<file path="src/rtl/xcvr_pkg.sv">
package xcvr_pkg;

    localparam int unsigned SECT_W_DEF = 18;
    localparam int unsigned N_SECT_DEF = 2;

    // Active-low controls of one direction within one section
    typedef struct packed {
        logic ce_n;
        logic le_n;
        logic oe_n;
    } dir_ctl_t;

    // State of a storage stage as decided by its controls
    typedef enum logic [1:0] {
        LM_OPEN = 2'd0,   // transparent, loading each edge
        LM_HOLD = 2'd1,   // selected, latch enable high: keep value
        LM_SHUT = 2'd2    // chip enable high: keep value, no drive
    } latch_mode_t;

    function automatic latch_mode_t latch_mode(input dir_ctl_t c);
        latch_mode_t m;
        if (c.ce_n)      m = LM_SHUT;
        else if (c.le_n) m = LM_HOLD;
        else             m = LM_OPEN;
        return m;
    endfunction

    function automatic logic drives(input dir_ctl_t c);
        return (!c.ce_n) && (!c.oe_n);
    endfunction

endpackage

</file>
<file path="src/rtl/xcvr_bus_hold.sv">
module xcvr_bus_hold #(
    parameter int unsigned W = 18
) (
    input  logic         clk,
    input  logic         rst,
    input  logic [W-1:0] pad_i,
    input  logic [W-1:0] vld_i,
    output logic [W-1:0] eff_o
);

    logic [W-1:0] held_r;

    for (genvar i = 0; i < W; i++) begin : g_bit
        assign eff_o[i] = vld_i[i] ? pad_i[i] : held_r[i];

        always_ff @(posedge clk) begin
            if (rst)
                held_r[i] <= 1'b0;
            else if (vld_i[i])
                held_r[i] <= pad_i[i];
        end

        AST_FLOAT_KEEP: assert property (@(posedge clk) disable iff (rst)
            !vld_i[i] |=> $stable(held_r[i]));

        AST_HOLD_CLEAR: assert property (@(posedge clk)
            rst |=> (held_r[i] == 1'b0));
    end

endmodule

</file>
<file path="src/rtl/xcvr_dir_latch.sv">
module xcvr_dir_latch
    import xcvr_pkg::*;
#(
    parameter int unsigned W = 18
) (
    input  logic         clk,
    input  logic         rst,
    input  dir_ctl_t     ctl_i,
    input  logic [W-1:0] d_i,
    output logic [W-1:0] q_o,
    output logic [W-1:0] en_o
);

    latch_mode_t  mode;
    logic         open_w;
    logic         drive_w;
    logic [W-1:0] store_r;
    logic [W-1:0] view_w;

    assign mode    = latch_mode(ctl_i);
    assign open_w  = (mode == LM_OPEN);
    assign drive_w = drives(ctl_i) && !rst;
    assign view_w  = open_w ? d_i : store_r;

    always_ff @(posedge clk) begin
        if (rst)
            store_r <= '0;
        else if (open_w)
            store_r <= d_i;
    end

    assign en_o = {W{drive_w}};
    assign q_o  = drive_w ? view_w : '0;

    AST_OPEN_LOAD: assert property (@(posedge clk) disable iff (rst)
        open_w |=> (store_r == $past(d_i)));

    AST_CLOSED_KEEP: assert property (@(posedge clk) disable iff (rst)
        !open_w |=> $stable(store_r));

    AST_SHOW_STORED: assert property (@(posedge clk) disable iff (rst)
        (en_o[0] && !open_w) |-> (q_o == store_r));

    AST_STAGE_CLEAR: assert property (@(posedge clk)
        rst |=> (store_r == '0));

endmodule

</file>
<file path="src/rtl/xcvr_section.sv">
module xcvr_section
    import xcvr_pkg::*;
#(
    parameter int unsigned W = 18
) (
    input  logic         clk,
    input  logic         rst,
    input  dir_ctl_t     ab_ctl_i,
    input  dir_ctl_t     ba_ctl_i,
    input  logic [W-1:0] a_eff_i,
    input  logic [W-1:0] b_eff_i,
    output logic [W-1:0] a_o,
    output logic [W-1:0] a_oe,
    output logic [W-1:0] b_o,
    output logic [W-1:0] b_oe
);

    xcvr_dir_latch #(.W(W)) u_ab (
        .clk   (clk),
        .rst   (rst),
        .ctl_i (ab_ctl_i),
        .d_i   (a_eff_i),
        .q_o   (b_o),
        .en_o  (b_oe)
    );

    xcvr_dir_latch #(.W(W)) u_ba (
        .clk   (clk),
        .rst   (rst),
        .ctl_i (ba_ctl_i),
        .d_i   (b_eff_i),
        .q_o   (a_o),
        .en_o  (a_oe)
    );

    AST_AB_GATE: assert property (@(posedge clk) disable iff (rst)
        (ab_ctl_i.ce_n || ab_ctl_i.oe_n) |-> (b_oe == '0 && b_o == '0));

    AST_BA_GATE: assert property (@(posedge clk) disable iff (rst)
        (ba_ctl_i.ce_n || ba_ctl_i.oe_n) |-> (a_oe == '0 && a_o == '0));

endmodule

</file>
<file path="src/rtl/latched_bus_xcvr.sv">
module latched_bus_xcvr
    import xcvr_pkg::*;
#(
    parameter int unsigned SECT_W = SECT_W_DEF,
    parameter int unsigned N_SECT = N_SECT_DEF,
    localparam int unsigned W     = SECT_W * N_SECT
) (
    input  logic              clk,
    input  logic              rst,
    input  logic [W-1:0]      a_i,
    input  logic [W-1:0]      a_vld_i,
    input  logic [W-1:0]      b_i,
    input  logic [W-1:0]      b_vld_i,
    input  logic [N_SECT-1:0] ab_ce_n,
    input  logic [N_SECT-1:0] ab_le_n,
    input  logic [N_SECT-1:0] ab_oe_n,
    input  logic [N_SECT-1:0] ba_ce_n,
    input  logic [N_SECT-1:0] ba_le_n,
    input  logic [N_SECT-1:0] ba_oe_n,
    output logic [W-1:0]      a_o,
    output logic [W-1:0]      a_oe,
    output logic [W-1:0]      b_o,
    output logic [W-1:0]      b_oe
);

    logic [W-1:0] a_eff;
    logic [W-1:0] b_eff;

    xcvr_bus_hold #(.W(W)) u_hold_a (
        .clk   (clk),
        .rst   (rst),
        .pad_i (a_i),
        .vld_i (a_vld_i),
        .eff_o (a_eff)
    );

    xcvr_bus_hold #(.W(W)) u_hold_b (
        .clk   (clk),
        .rst   (rst),
        .pad_i (b_i),
        .vld_i (b_vld_i),
        .eff_o (b_eff)
    );

    for (genvar s = 0; s < N_SECT; s++) begin : g_sect
        dir_ctl_t ab_ctl;
        dir_ctl_t ba_ctl;

        assign ab_ctl = '{ce_n: ab_ce_n[s], le_n: ab_le_n[s], oe_n: ab_oe_n[s]};
        assign ba_ctl = '{ce_n: ba_ce_n[s], le_n: ba_le_n[s], oe_n: ba_oe_n[s]};

        xcvr_section #(.W(SECT_W)) u_sect (
            .clk      (clk),
            .rst      (rst),
            .ab_ctl_i (ab_ctl),
            .ba_ctl_i (ba_ctl),
            .a_eff_i  (a_eff[s*SECT_W +: SECT_W]),
            .b_eff_i  (b_eff[s*SECT_W +: SECT_W]),
            .a_o      (a_o [s*SECT_W +: SECT_W]),
            .a_oe     (a_oe[s*SECT_W +: SECT_W]),
            .b_o      (b_o [s*SECT_W +: SECT_W]),
            .b_oe     (b_oe[s*SECT_W +: SECT_W])
        );

        AST_SECT_DRIVE: assert property (@(posedge clk) disable iff (rst)
            (!ab_ce_n[s] && !ab_oe_n[s]) |-> (b_oe[s*SECT_W +: SECT_W] == '1));

        AST_SECT_ALIGN: assert property (@(posedge clk) disable iff (rst)
            $countones(b_oe[s*SECT_W +: SECT_W]) == 0 ||
            $countones(b_oe[s*SECT_W +: SECT_W]) == SECT_W);
    end

    AST_RESET_QUIET: assert property (@(posedge clk)
        rst |-> (a_oe == '0 && b_oe == '0));

endmodule

</file>
<file path="config.mk">
export PLATFORM = sky130hd
export DESIGN_NAME = latched_bus_xcvr
export DESIGN_NICKNAME = d
export VERILOG_FILES = /design/src/rtl/xcvr_pkg.sv /design/src/rtl/xcvr_bus_hold.sv /design/src/rtl/xcvr_dir_latch.sv /design/src/rtl/xcvr_section.sv /design/src/rtl/latched_bus_xcvr.sv
export SDC_FILE = /design/constraint.sdc
export NUM_CORES = 1
export LEC_CHECK = 0
export BUFFER_PORTS_ARGS = -buffer_cell sky130_fd_sc_hd__buf_2
export CAP_MARGIN = 15
export CORE_AREA = 2 2 174 91
export DETAILED_ROUTE_END_ITERATION = 10
export DIE_AREA = 0 0 176 93
export PLACE_DENSITY = 0.78
export SLEW_MARGIN = 20
export SYNTH_ARGS = -nofsm -noshare
export SYNTH_HDL_FRONTEND = slang
export SYNTH_SLANG_ARGS = --single-unit
</file>
<file path="constraint.sdc">
create_clock -name clk -period 2.9 [get_ports clk]
set_clock_uncertainty 0.2 [all_clocks]
set_input_delay 0.58 -clock clk [delete_from_list [all_inputs] [get_ports clk]]
set_output_delay 0.58 -clock clk [all_outputs]
set_load 0.005 [all_outputs]
</file>
* Word level (Yosys, flattened, before mapping) *
Cells that the tools add are included.

cells by class
  mux-type cells = 88
  reduce and logical (&&, ||, !) cells = 21

operator list
  kind               number
  $mux 18            8
  $mux 1             76
  $logic_not 1->1    9
  $logic_and 1x1->1  8
  $logic_not 2->1    4
  $mux 2             4

storage, ports and cells
  register bits = 144
  bits of input ports = 158
  output and inout bits = 144
  logic and storage cells = 185

* Logic depth before layout (Yosys ltp) *
Gate-level depths: netlist of run 1.

  word-level depth = 5
  gate-level depth with buffers = 6
  depth with buffers taken out = 2

* Hierarchy *
From an unflattened synthesis of run 1, not the netlist that was laid out.

second synthesis, totals
  cells, all modules = 782
  area, all modules = 7,852.5 um2

by module, submodules not included
  module          instances  cells each  area each (um2)  seq. area each (um2)
  xcvr_dir_latch  4          140         1,173.6          360.3
  xcvr_bus_hold   2          111         1,579.0          720.7

* Worst setup path after synthesis of run 1 *
No wires, ideal clock.

  kind = input port to output port
  start point = input rst
  end point = output b_oe[18]
  arrival = 1,812 ps
  required time = 2,120 ps
  slack = 308 ps
  stages = 6
  buffers on the path = 4
  cell sequence = buf_6 or3_1 buf_6 buf_6 inv_1 buf_4

between the ends
  cells in the longest elaborated chain, start to end = 2

RTL lines
  item               line                    text
  start, declared    latched_bus_xcvr.sv:9   input logic rst,
  $logic_not 1->1    xcvr_dir_latch.sv:22    assign drive_w = drives(ctl_i) && !rst;
  $logic_and 1x1->1  xcvr_dir_latch.sv:22
  end, declared      latched_bus_xcvr.sv:23  output logic [W-1:0] b_oe

Every way passes these cells.

* Worst setup path in the final report of run 1 *
  start point = input rst
  end point = output b_oe[7]

Same word-level chain as after synthesis.

==> run_results.csv, run 1 <==
group,metric,value,unit
placed_design,dp_hpwl,11710,um
cts,h-tree-depth,4,
cells_and_area,drive_above_1_share,50.52,%
global_route,grt_max_degree,53,
cells_and_area,layout.nets,1016,
drt,drt_wl_total,15960,um
cells_and_area,diodes,0,
sta,fin_crit_sh,94.40,%
synthesis,syn_area,6566,sq um
die,io_pins,302,
worst_hold_path,min_from,"b_i[7]",
power,p_leak,0.003901,uW
cts,clk_latency,400,ps
placed_design,io_buffers,301,
setup_path,worstPathRequired,2120,ps
global_route,grt_pass1_vias,4917,
cts,cts.clk_slew.worst_paths,70,ps
die,die_h,93,um
setup_path,worstReg2RegStart,"u_hold_a.held_r[33]",
sta,max_freq,365.3,MHz
power,ir_worst_vdd,0.3677,mV
global_route,antenna_found_initial,1,
cts,numCtsBuffers,17,
drt,vias_per_cell,4.984,
synthesis,yosysWarnings,0,
drt,vias,5358,
global_route,grt_util_all_layers,18.84,%
die,start_util,43.97,%
setup_path,regToRegSetupSlack,1830,ps
global_route,gr-total-overflow,0,
cts,cts.repair.resized,0,
sta,finalHoldViolCount,0,
sta,worst_pin_slew,519.3,ps
setup_path,worst-setup-path-type,"input port to output port",
sta,maxSlewViolCount,0,
sta,setup_ws,162.5,ps
synthesis,syn_area_per_cell,10.26,sq um
setup_path,critPathMaxFanout,19,
drt,drc_errors,0,
setup_path,crit_path_end_kind,"output port",
cts,clkSinkCount,144,
cts,cts_setup_buffers,0,
die,rows,32,
synthesis,yosysSeqAreaShare,43.90,%
die,core_area,14930,sq um
worst_hold_path,min-delay-path-class,"input port to flop",
drt,dr.pass1.iters,4,
cts,holdBufCountCts,0,
job,maxCapViolCount,0,
drt,ant_nets,0,
cells_and_area,layout_common_cells,"300 x buf_2, 144 x dfxtp_1, 135 x a211oi_1",
sta,grt_setup_unrepaired,"no",
cts,cts_tree,"yes",
drt,wire_per_inst,14.85,um
sta,period_minus_slack,2738,ps
placed_design,pre_cts_slack,156.2,ps
synthesis,synth-seq-cells,144,
status,status,"finished clean",
die,die_w,176,um
setup_path,worstSetupStartpointType,"input port",
power,cellPowerDensity,597.5,nW/um^2
cts,clock_path_buffers,2,
cts,cts_root_buf,"clkbuf_16",
setup_path,crit_arrival,1960,ps
global_route,grt_first_pass_wirelength,24670,um
setup_path,startpoint,"rst",
placed_design,place_congestion,0.7942,
sta,relSlewSlack,65.38,%
drt,drt_iter0_markers,272,
synthesis,synth_cells,640,
synthesis,syn-num-nets,798,
sta,fin_tns_setup,0,ps
cells_and_area,layout_commonest_cell,"buf_2",
synthesis,ys_types,14,
die,die_area,16370,sq um
sta,setup_viol,0,
cells_and_area,syn2layout_area_growth,26.73,%
worst paths after layout:
check | cells after the start | end
worst max-delay path | 6 | b_oe[7]
worst min-delay path | 3 | u_hold_b.held_r[7]
worst min register to register | 2 | u_hold_b.held_r[7]
worst max register to register | 2 | g_sect[1].u_sect.u_ab.store_r[15]
final cells by class:
class	count	area, sq um
well taps	204	255.2
repair buffers	323	1687
clock buffers	17	425.4
fillers	1307	6613
inverters	4	15.01
multi-input cells	368	2888
flip-flops and latches	144	2883
clock inverters	15	168.9
cells by family after synthesis:
kind of cell / count (synthesis) / synth area share (%)
AOI/OAI and AO/OA: 216 / 28.12
buffers and inverters: 128 / 12.23
DFF: 144 / 43.90
muxes: 72 / 10.98
and+or+nand+nor: 80 / 4.764
state kept, by name (all words and copies together) (netlist names):
name and cells:
g_sect.u_sect.u_ab.store_r 36, g_sect.u_sect.u_ba.store_r 36, u_hold_a.held_r 36, u_hold_b.held_r 36
worst max-delay path: stages:
cell	delay, ps
buf_4	150
buf_4	160
or3_1	370
buf_4	220
inv_1	280
buf_2	180
per-layer routing:
metal	vias up	part of all wire (%)	global-route usage (%)
met5	-	0.075	0
met4	2	0.64	4.890
met3	10	7.0	5.163
met2	186	45	29.82
met1	2458	47	25.50
li1	2702	-	-
report_power, final:
group / leakage (uW) / total (uW) / internal [uW] / switching (uW)
Sequential: 0.00119 / 2130 / 2100 / 24.6
Clock: 0.000295 / 2170 / 1230 / 943
Combinational: 0.00242 / 674 / 328 / 346
synthesized netlist by cell type:
library cell  number  share of area, %
inv_1              4              0.23
or3_1              4              0.38
buf_6              3              0.51
buf_4             72               8.2
a211oi_1         135                15
nor2_2             1             0.095
buf_2             24               1.8
mux2i_1           72                11
o21ba_2           72                11
buf_1              8              0.46
clkbuf_1          17              0.97
dfxtp_1          144                44
a211oi_2           9               1.7
nor2_1            75               4.3
stage by stage:
step / instance area [sq um] / util [%] / total power [uW] / hold WS (ps) / instances
2_1_floorplan: 6566 / - / 2632 / 276.9 / 640
3_3_place_gp: 7727 / 51.74 / 2831 / 293.5 / 1043
3_5_place_dp: 7727 / 51.74 / 2842 / 299.5 / 1043
4_1_cts: 8322 / 55.72 / 5028 / 241.7 / 1075
5_1_grt: 8322 / 55.72 / 5201 / 260.9 / 1075
6_report: 8322 / 55.72 / 4972 / 255.7 / 1075
Note: power is estimated with default switching activity, not from simulation.
==> run 2, diff against run 1 <==
--- a/config.mk
+++ b/config.mk
@@ -5,12 +5,13 @@
 export SDC_FILE = /design/constraint.sdc
 export NUM_CORES = 1
 export LEC_CHECK = 0
-export BUFFER_PORTS_ARGS = -buffer_cell sky130_fd_sc_hd__buf_2
 export CAP_MARGIN = 15
 export CORE_AREA = 2 2 174 91
 export DETAILED_ROUTE_END_ITERATION = 10
 export DIE_AREA = 0 0 176 93
-export PLACE_DENSITY = 0.78
+export DONT_BUFFER_PORTS = 1
+export GPL_ROUTABILITY_DRIVEN = 0
+export PLACE_DENSITY = 0.61
 export SLEW_MARGIN = 20
 export SYNTH_ARGS = -nofsm -noshare
 export SYNTH_HDL_FRONTEND = slang
==> run 2 against run 1 <==
Maximum frequency is 6.6% higher; power is 0.12% lower; via count is 20% lower; core utilization is 10 points lower; setup slack better by 170 ps; sequential power hardly changed; cell area is 18% lower; critical path type unchanged; largest power group unchanged.
==> run_results.csv, run 2 (synthesis gave the netlist of run 1 again) <==
group,metric,value,unit
status,status,"finished clean",
setup_path,critPathMaxFanout,148,
sta,period_minus_slack,2567,ps
global_route,grt_max_degree,149,
sta,max_freq,389.5,MHz
cts,h-tree-depth,4,
cts,numCtsBuffers,17,
drt,drt_iter0_markers,226,
placed_design,pre_cts_slack,371.0,ps
sta,worst_pin_slew,666.2,ps
cts,cts_tree,"yes",
die,io_pins,302,
cts,clkSinkCount,144,
setup_path,crit_path_max_incr_delay,670,ps
sta,maxSlewViolCount,0,
sta,relSlewSlack,55.58,%
power,cellPowerDensity,729.5,nW/um^2
cts,cts.repair.resized,0,
setup_path,slowest_stage,"or3_1",
cts,clock_path_buffers,2,
job,maxCapViolCount,0,
setup_path,crit_arrival,1790,ps
cells_and_area,fin_cells,765,
power,p_leak,0.002499,uW
cts,clk_latency,400,ps
die,die_w,176,um
power,clkPwrFrac,48.2,%
setup_path,crit_path_end_kind,"output port",
power,combPwrFrac,8.9,%
drt,ant_nets,0,
sta,setup_viol,0,
power,p_seq_share,42.9,%
drt,wire_per_inst,18.49,um
drt,dr.pass1.iters,6,
die,rows,32,
power,ir_worst_vdd,0.3190,mV
global_route,antenna_found_initial,0,
placed_design,place_inst,734,
cts,cts_root_buf,"clkbuf_16",
setup_path,critPathBufInv,0,
power,swShare,22.11,%
drt,drt_wl_total,14150,um
cells_and_area,diodes,0,
cells_and_area,drive_above_1_share,22.99,%
setup_path,worstSetupStartpointType,"input port",
sta,finalHoldViolCount,0,
cells_and_area,layout_commonest_cell,"dfxtp_1",
cells_and_area,fin_area,6808,sq um
placed_design,io_buffers,0,
cts,cts_setup_buffers,0,
sta,fin_tns_setup,0,ps
power,switchingPower,1098,uW
die,start_util,43.97,%
cts,holdBufCountCts,0,
setup_path,worstPathRequired,2120,ps
setup_path,crit_family,"simple AND/OR/NAND/NOR gates",
die,core_area,14930,sq um
drt,vias_per_cell,5.613,
global_route,grt_pass1_vias,4253,
placed_design,place_area,6158,sq um
sta,fin_crit_sh,88.53,%
worst_hold_path,min-delay-path-class,"input port to flop",
cells_and_area,layout.nets,707,
placed_design,dp_hpwl,9753,um
setup_path,crit_chain,"or3_1 -> a211oi_1",
cells_and_area,layout_common_cells,"144 x dfxtp_1, 135 x a211oi_1, 72 x mux2i_1, 72 x o21ba_2, 72 x nor2_1",
sta,grt_setup_unrepaired,"no",
drt,vias,4294,
drt,drc_errors,0,
global_route,grt_util_all_layers,17.11,%
die,die_h,93,um
cells_and_area,syn2layout_area_growth,3.678,%
die,die_area,16370,sq um
cts,cts.clk_slew.worst_paths,60,ps
sta,hold_ws,60.22,ps
sta,setup_ws,332.5,ps
setup_path,worst-setup-path-type,"input port to output port",
global_route,gr-total-overflow,0,
power,p_int,3868,uW
global_route,grt_first_pass_wirelength,22280,um
==> run 2: cell types whose count changed in the layout (fill, tap and decap cells not counted) <==
cell        before  now
buf_2          300    0
clkinv_4         4    3
clkbuf_1         0    1
inv_8            5    0
bufinv_16        1    5
inv_6            3    2
clkbuf_8         0    1
clkinv_8         1    0
clkinvlp_4       0    1
buf_4           22   13
==> run 2: layout make-up <==
type	count	area, sq um
fillers	1404	8127
multi-input cells	368	2888
flip-flops and latches	144	2883
clock buffers	19	442.9
well taps	204	255.2
clock inverters	12	206.4
repair buffers	14	117.6
inverters	4	15.01
==> run 2: metrics by stage <==
stage | power, uW | utilization (%)
after global routing | 5164 | 45.58
after CTS | 5019 | 45.58
after detailed placement | 2615 | 41.24
final | 4966 | 45.58
after global placement | 2603 | 41.24
after floorplan | 2632 | -
==> run 2: power groups by stage <==
stage / logic, uW / clock network, uW / registers (uW)
after global placement: 433 / 0 / 2170
after floorplan: 470 / 0 / 2160
final: 443 / 2390 / 2130
after CTS: 443 / 2440 / 2130
after global routing: 490 / 2530 / 2140
after detailed placement: 441 / 0 / 2170
==> run 2: routing by layer <==
layer / part of all wire, % / track usage, %
met2: 45 / 26.38
met1: 48 / 23.03
met5: 0 / 0
met3: 6.8 / 5.325
met4: 0.74 / 5.234
==> run 2: path summary, 6_finish.rpt <==
kind / startpoint / to / slack (ps) / depth (start not counted)
hold reg to reg: u_hold_a.held_r[2] / u_hold_a.held_r[2] / 310 / 2
setup / recovery: rst / b_o[7] / 330 / 2
setup reg to reg: u_hold_a.held_r[30] / g_sect[1].u_sect.u_ab.store_r[12] / 1780 / 2
hold / removal: rst / u_hold_b.held_r[17] / 60 / 1
==> run 3, diff against run 2 <==
--- a/config.mk
+++ b/config.mk
@@ -11,7 +11,6 @@
 export DIE_AREA = 0 0 176 93
 export DONT_BUFFER_PORTS = 1
 export GPL_ROUTABILITY_DRIVEN = 0
-export PLACE_DENSITY = 0.61
 export SLEW_MARGIN = 20
 export SYNTH_ARGS = -nofsm -noshare
 export SYNTH_HDL_FRONTEND = slang
==> run 3 against run 2 <==
Clock power down 8%; worst hold slack worse by 0.94 ps; sequential cell count unchanged; die area unchanged; wire length up 3.9%; first-iteration DRC count up 18%; cell area down 1.0%; maximum frequency down 0.35%.
==> run_results.csv, run 3 (synthesis gave the netlist of run 1 again) <==
group,metric,value,unit
cells_and_area,ff_latch_area,2883,sq um
setup_path,crit_chain,"or3_1 -> a211oi_1 -> buf_4",
sta,maxSlewViolCount,0,
cells_and_area,num-fill-cells,1360,
cells_and_area,drive_above_1_share,22.90,%
cells_and_area,layout.nets,704,
cts,clock_path_buffers,2,
setup_path,worstPathRequired,2120,ps
setup_path,crit_path_max_incr_delay,660,ps
cts,numCtsBuffers,17,
global_route,grt_first_pass_wirelength,22830,um
die,die_w,176,um
sta,period_minus_slack,2576,ps
worst_hold_path,min-delay-path-class,"input port to flop",
sta,max_freq,388.1,MHz
power,cellPowerDensity,708.0,nW/um^2
placed_design,io_buffers,0,
power,p_leak,0.002459,uW
drt,dr.pass1.iters,4,
global_route,gr-total-overflow,0,
die,rows,32,
cts,cts_tree,"yes",
cts,clk_latency,410,ps
setup_path,cp-endpoint,"a_o[26]",
drt,top_layer_used,"met5",
setup_path,crit_arrival,1800,ps
setup_path,rr_worst_depth,2,
sta,fin_crit_sh,88.84,%
cts,cts_root_buf,"clkbuf_16",
cts,cts.repair.resized,0,
die,io_pins,302,
global_route,antenna_found_initial,1,
setup_path,worstReg2RegStart,"u_hold_a.held_r[2]",
die,die_area,16370,sq um
setup_path,worst-setup-path-type,"input port to output port",
cts,cts.clk_slew.worst_paths,60,ps
status,status,"finished clean",
drt,drc_errors,0,
setup_path,critPathMaxFanout,148,
drt,vias,4338,
die,core_area,14930,sq um
drt,drt-met1-wl,6771,um
setup_path,crit-reg2reg-capture,"g_sect[0].u_sect.u_ab.store_r[2]",
setup_path,crit_path_end_kind,"output port",
sta,relSlewSlack,45.37,%
global_route,grt_max_degree,149,
power,ir_worst_vdd,0.2775,mV
cells_and_area,layout_common_cells,"144 x dfxtp_1, 135 x a211oi_1, 72 x mux2i_1, 72 x o21ba_2, 72 x nor2_1",
placed_design,dp_hpwl,10280,um
cells_and_area,fin_util,45.12,%
setup_path,regToRegSetupSlack,1770,ps
die,start_util,43.97,%
drt,drt_wl_total,14700,um
job,maxCapViolCount,0,
cts,h-tree-depth,4,
sta,finalHoldViolCount,0,
drt,vias_per_cell,5.685,
sta,worst_pin_slew,819.5,ps
drt,wire_per_inst,19.27,um
drt,ant_nets,0,
setup_path,slowest_stage,"or3_1",
global_route,grt_util_all_layers,17.70,%
setup_path,startpoint,"rst",
cts,holdBufCountCts,0,
sta,grt_setup_unrepaired,"no",
sta,setup_viol,0,
drt,wl_met2,6623,um
drt,met3_length,1182,um
worst_hold_path,min_path_cells,1,
cells_and_area,layout_commonest_cell,"dfxtp_1",
cells_and_area,syn2layout_area_growth,2.610,%
drt,drt_iter0_markers,266,
sta,fin_tns_setup,0,ps
global_route,grt_pass1_vias,4258,
cells_and_area,multi_input_area,2888,sq um
die,die_h,93,um
cts,clkSinkCount,144,
cells_and_area,diodes,0,
cts,cts_setup_buffers,0,
setup_path,worstSetupStartpointType,"input port",
## run 3: cell types whose count changed in the layout (fill, tap and decap cells not counted), sizes merged
| cell | previous run | this run |
|---|---|---|
| clkinvlp | 1 | 3 |
| inv | 6 | 9 |
| bufinv | 5 | 2 |
| buf | 14 | 11 |
| clkinv | 4 | 3 |
## run 3: critical path: cells and delay by family
family                 cells  cell delay [ps]
AO/OA/AOI/OAI              1              340
AND/OR/NAND/NOR            1              660
buffers and inverters      1              180
## run 3: power breakdown
part | total (uW) | switching (uW) | internal [uW]
Clock | 2200 | 869 | 1330
Sequential | 2130 | 29.2 | 2100
Combinational | 441 | 234 | 207
Total | 4770 | 1130 | 3640
## run 3: area by class of cell
class	instances	area share, %
Clock buffer	19	6.722
Clock inverter	13	2.210
Inverter	4	0.2228
Multi-Input combinational cell	368	42.86
Sequential cell	144	42.79
Tap cell	204	3.788
Timing Repair Buffer	11	1.411
## run 3: worst min-delay path by stage
stage	end	slack, ps	startpoint
4_1_cts	u_hold_b.held_r[35]	40	rst
3_5_place_dp	u_hold_b.held_r[28]	300	u_hold_b.held_r[28]
3_3_place_gp	u_hold_b.held_r[28]	290	u_hold_b.held_r[28]
2_1_floorplan	u_hold_a.held_r[0]	280	u_hold_a.held_r[0]
5_1_grt	u_hold_b.held_r[34]	30	rst
6_report	g_sect[0].u_sect.u_ba.store_r[15]	60	rst
## run 3: layer usage
layer	track usage (%)	vias up
met2	27.17	163
li1	-	2078
met5	0	-
met1	23.83	2081
met3	6.138	14
met4	4.545	2
## run 3: through the flow
step	worst slack [ps]	total power, uW	hold slack, ps	cells	cell area, sq um
2_1_floorplan	308.4	2632	276.9	640	6566
3_3_place_gp	361.5	2598	290.7	731	6136
3_5_place_dp	371.5	2613	299.2	731	6136
4_1_cts	371.5	4816	35.35	763	6738
5_1_grt	289.0	4981	26.42	763	6738
6_report	323.6	4770	59.28	763	6738
